## src/rtl/iort_pkg.sv

```systemverilog
package iort_pkg;

  // Number of clocks left after the strobe edge for a given code:
  // code 0 leaves nothing, code n leaves 2^n - 1.
  function automatic int unsigned reload_for(input int unsigned code);
    if (code == 0) return 0;
    return (32'd1 << code) - 32'd1;
  endfunction

endpackage

```

## src/rtl/iort_cfg_reg.sv

```systemverilog
module iort_cfg_reg #(
  parameter int CFG_W    = 8,
  parameter int CODE_W   = 3,
  parameter int CODE_LSB = 0,
  parameter int RST_CODE = 5
) (
  input  logic              clk,
  input  logic              rst,
  input  logic              wr_en,
  input  logic [CFG_W-1:0]  wr_data,
  output logic [CODE_W-1:0] code
);

  localparam int CODE_MSB = CODE_LSB + CODE_W - 1;

  // Only the code field is stored; the remaining data bits are dropped.
  logic unused_other_bits;
  assign unused_other_bits = ^{wr_data[CFG_W-1:CODE_MSB+1]};

  always_ff @(posedge clk) begin
    if (rst) begin
      code <= CODE_W'(RST_CODE);
    end else if (wr_en) begin
      code <= wr_data[CODE_MSB:CODE_LSB];
    end
  end

endmodule

```

## src/rtl/iort_code_decode.sv

```systemverilog
module iort_code_decode #(
  parameter int CODE_W = 3,
  parameter int CNT_W  = 7
) (
  input  logic [CODE_W-1:0] code,
  output logic [CNT_W-1:0]  reload
);

  localparam int N_CODES = 1 << CODE_W;

  logic [CNT_W-1:0] table_q [N_CODES];

  for (genvar i = 0; i < N_CODES; i++) begin : g_tbl
    assign table_q[i] = CNT_W'(iort_pkg::reload_for(i));
  end

  assign reload = table_q[code];

endmodule

```

## src/rtl/iort_interval_cnt.sv

```systemverilog
module iort_interval_cnt #(
  parameter int CNT_W = 7
) (
  input  logic             clk,
  input  logic             rst,
  input  logic             start,
  input  logic [CNT_W-1:0] reload,
  output logic [CNT_W-1:0] rem_q,
  output logic [CNT_W-1:0] rem_nxt
);

  // The count is reloaded on every I/O strobe and runs down to zero,
  // then stays there. The reload value is sampled only at the strobe.
  always_comb begin
    if (start) begin
      rem_nxt = reload;
    end else if (rem_q != '0) begin
      rem_nxt = rem_q - 1'b1;
    end else begin
      rem_nxt = rem_q;
    end
  end

  always_ff @(posedge clk) begin
    if (rst) rem_q <= '0;
    else     rem_q <= rem_nxt;
  end

endmodule

```

## src/rtl/io_recovery_timer.sv

```systemverilog
module io_recovery_timer #(
  parameter int CFG_W    = 8,
  parameter int CODE_W   = 3,
  parameter int CODE_LSB = 0,
  parameter int RST_CODE = 5
) (
  input  logic             clk,
  input  logic             rst,
  input  logic             cfg_wr,
  input  logic [CFG_W-1:0] cfg_wdata,
  input  logic             io_req,
  input  logic             io_strobe,
  input  logic             mem_strobe,
  output logic             io_grant,
  output logic             busy
);

  localparam int MAX_EXP = (1 << CODE_W) - 1;
  localparam int CNT_W   = (MAX_EXP > 0) ? MAX_EXP : 1;

  logic [CODE_W-1:0] cur_code;
  logic [CNT_W-1:0]  reload;
  logic [CNT_W-1:0]  rem_q;
  logic [CNT_W-1:0]  rem_nxt;

  // Memory cycles are not involved in I/O spacing.
  logic unused_mem_strobe;
  assign unused_mem_strobe = mem_strobe;

  iort_cfg_reg #(
    .CFG_W(CFG_W), .CODE_W(CODE_W), .CODE_LSB(CODE_LSB), .RST_CODE(RST_CODE)
  ) u_cfg (
    .clk(clk), .rst(rst), .wr_en(cfg_wr), .wr_data(cfg_wdata), .code(cur_code)
  );

  iort_code_decode #(.CODE_W(CODE_W), .CNT_W(CNT_W)) u_dec (
    .code(cur_code), .reload(reload)
  );

  iort_interval_cnt #(.CNT_W(CNT_W)) u_cnt (
    .clk(clk), .rst(rst), .start(io_strobe), .reload(reload),
    .rem_q(rem_q), .rem_nxt(rem_nxt)
  );

  always_ff @(posedge clk) begin
    if (rst) begin
      busy     <= 1'b0;
      io_grant <= 1'b0;
    end else begin
      busy     <= (rem_nxt != '0);
      io_grant <= io_req && (rem_nxt == '0);
    end
  end

endmodule

```

## config.mk

```make
export PLATFORM = sky130hd
export DESIGN_NAME = io_recovery_timer
export DESIGN_NICKNAME = d
export VERILOG_FILES = /design/src/rtl/iort_pkg.sv /design/src/rtl/iort_cfg_reg.sv /design/src/rtl/iort_code_decode.sv /design/src/rtl/iort_interval_cnt.sv /design/src/rtl/io_recovery_timer.sv
export SDC_FILE = /design/constraint.sdc
export NUM_CORES = 1
export LEC_CHECK = 0
export CORE_ASPECT_RATIO = 0.9
export CORE_MARGIN = 5
export CORE_UTILIZATION = 40
export CTS_BUF_LIST = sky130_fd_sc_hd__clkbuf_4 sky130_fd_sc_hd__clkbuf_8
export DETAILED_ROUTE_END_ITERATION = 12
export PLACE_DENSITY = 0.68
export REMOVE_ABC_BUFFERS = 1
export SYNTH_ARGS = -nofsm -noshare
export SYNTH_HDL_FRONTEND = slang
export SYNTH_SLANG_ARGS = --single-unit
```

## constraint.sdc

```tcl
create_clock -name clk -period 1.7 [get_ports clk]
set_input_delay 0.34 -clock clk [delete_from_list [all_inputs] [get_ports clk]]
set_output_delay 0.34 -clock clk [all_outputs]
set_load 0.01 [all_outputs]
```

==> impl_metrics.json <==
{
  "startpoint": "u_cnt.rem_q[0]",
  "mostFrequentLayoutCells": "13 x buf_4, 11 x nor2_1, 10 x dfxtp_1",
  "clockBufferDepth": 2,
  "num_vias": 709,
  "powerDensity_mw_per_mm2": 843,
  "rsz0062_at_grt": "yes",
  "overflow": 0,
  "cts_tree": "yes",
  "p_total_uw": 905,
  "grt_usage_pct": 13.9,
  "instances_no_fill": 135,
  "synthCells": 84,
  "setup_tns_ns": 0,
  "clk_pin_slew_ns": 0.08,
  "vias_per_cell": 5.25,
  "dr.pass1.iters": 4,
  "place_congestion": 0.883,
  "nFillCells": 144,
  "clock-sinks": 12,
  "synth_seq_cells": 12,
  "async_reset_ff_share_pct": 0,
  "critPathMaxFanout": 4,
  "drt_drc_violations_left": 0,
  "clk_latency_ns": 0.27,
  "num_io_pins": 16,
  "fp-row-count": 14,
  "first_global_vias": 710,
  "synth_edf_count": 0,
  "area_delta_synth_final_pct": 49.7,
  "antenna_found_initial": 0,
  "layout_commonest_cell": "buf_4",
  "required_ns": 1.91,
  "hp-start": "u_cfg.code[0]",
  "vdd_drop_max_mv": 0.550,
  "drt_wl_total_um": 1700,
  "cts_hold_buf": 0,
  "dpl.cell_count": 131,
  "period_needed_ns": 1.68,
  "antenna_cells": 0,
  "cap_violations": 0,
  "status": "complete, no violations",
  "synth_area_um2": 717,
  "port_buffers": 9,
  "use_met2_pct": 21.9,
  "min_path_type": "reg2reg",
  "nets": 128,
  "critPathArrivalTime_ns": 1.89,
  "postSynthAreaPerCell_um2": 8.53,
  "synth_cell_types": 35,
  "preCtsSetupSlack_ns": -0.157,
  "grt_max_degree": 10,
  "p_leak_uw": 0.000426,
  "critical_path_class": "reg2reg",
  "grt_pass1_wl_um": 2860,
  "hold_viol_final": 0,
  "cts_htree_levels": 1,
  "wl_per_cell_um": 12.6,
  "core_mm2": 0.00168,
  "antenna_left": 0,
  "fin_worst_skew_ns": 0.00684,
  "finalSetupViolCount": 0,
  "synth_flop_cell": "dfxtp_1",
  "yosysWarnings": 0,
  "initial_core_util_pct": 42.6,
  "use_met1_pct": 18.5,
  "reg2reg_slack_ns": 0.02,
  "post-route-period-util_pct": 98.7,
  "worstMarginPinSlew_ns": 0.363,
  "crit_path_end_kind": "register",
  "cts_buffers": 3,
  "r2r-start": "u_cnt.rem_q[0]",
  "die_x_um": 54.6,
  "drive_above_1_share_pct": 36.9,
  "die_area_mm2": 0.00274,
  "slew_headroom_pct": 75.7,
  "top_usage_layer": "met2",
  "grt_use_met3_pct": 2.07,
  "post-dp-hpwl_um": 1300,
  "maxSlewViolCount": 0,
  "die_y_um": 50.2,
  "fmax_ghz": 0.596,
  "drt_iter0_markers": 13,
  "cts-root-buf": "clkbuf_4",
  "ys_seq_area_share_pct": 33.5,
  "fin_ws_ns": 0.0225,
  "start_kind": "register",
  "postCtsSetupRepairBufs": 0
}
## where the power goes
group / switching, uW / internal [uW]
Clock: 88.3 / 130
Combinational: 160 / 189
Sequential: 30.6 / 307
## per-stage QoR
stage	area [um2]	util [%]	hold slack (ns)
2_1_floorplan	706	-	0.409
3_3_place_gp	953	56.7	0.585
3_5_place_dp	953	56.7	0.584
4_1_cts	1030	61.0	0.604
5_1_grt	1070	63.8	0.634
6_report	1070	63.8	0.599
## layout make-up
class,count,area (um2),area share [%]
Sequential cell,12,243,22.6
Clock buffer,4,36.3,3.38
Inverter,5,18.8,1.75
Tap cell,24,30.0,2.80
Timing Repair Buffer,26,233,21.7
Multi-Input combinational cell,64,513,47.8
## critical path, cell delays in order, from the launching register on
cell,delay [ns]
dfxtp_2,0.34
buf_6,0.12
or4b_4,0.53
o21ai_2,0.08
a221oi_2,0.09
a311oi_2,0.27
and3b_1,0.20
## sequential cells by signal (all words and copies together), names as in the netlist
| signal | flops |
|---|---|
| busy | 1 |
| io_grant | 1 |
| u_cnt.rem_q | 7 |
| u_cfg.code | 3 |
## synthesized netlist by cell type, drive strengths merged, types with 2 or more instances
library cell	count	area share [%]
nand4	2	1.7
a31oi	2	1.7
nand3b	3	3.1
xnor2	3	3.7
o211ai	3	3.1
nor3	2	3.0
a21o	2	2.3
a21oi	5	3.5
mux2i	2	2.8
a311oi	2	2.4
dfxtp	12	34
ha	2	3.5
nand2	4	2.1
a211o	2	2.4
clkbuf	3	1.6
inv	5	2.6
nor2b	2	1.7
nor2	12	6.3
o21ai	3	2.1
## worst paths after layout
| check | endpoint | cells past startpoint |
|---|---|---|
| worst max-delay path | io_grant | 6 |
| worst min-delay path | u_cnt.rem_q[6] | 3 |
| worst max register to register | io_grant | 6 |
| worst min register to register | u_cnt.rem_q[6] | 3 |
## cells by family after synthesis
logic type	synth area share [%]
AOI/OAI and AO/OA	26.0
xor gates and xnor gates	4.89
adders and majority gates	3.49
buffers and inverters	4.19
DFF	33.5
muxes	2.79
and+or+nand+nor	25.1
## layer usage
layer  up-vias  wire length (um)
li1        363                 -
met1       329               804
met2        15               823
met3         2                50
met4         0                21
met5         -                 0
## what timing repair did
item	4_1_cts	5_1_grt
setup endpoints to repair	2	2
pin swaps	5	7
resized for setup	9	13
(Power assumes the default switching activity.)
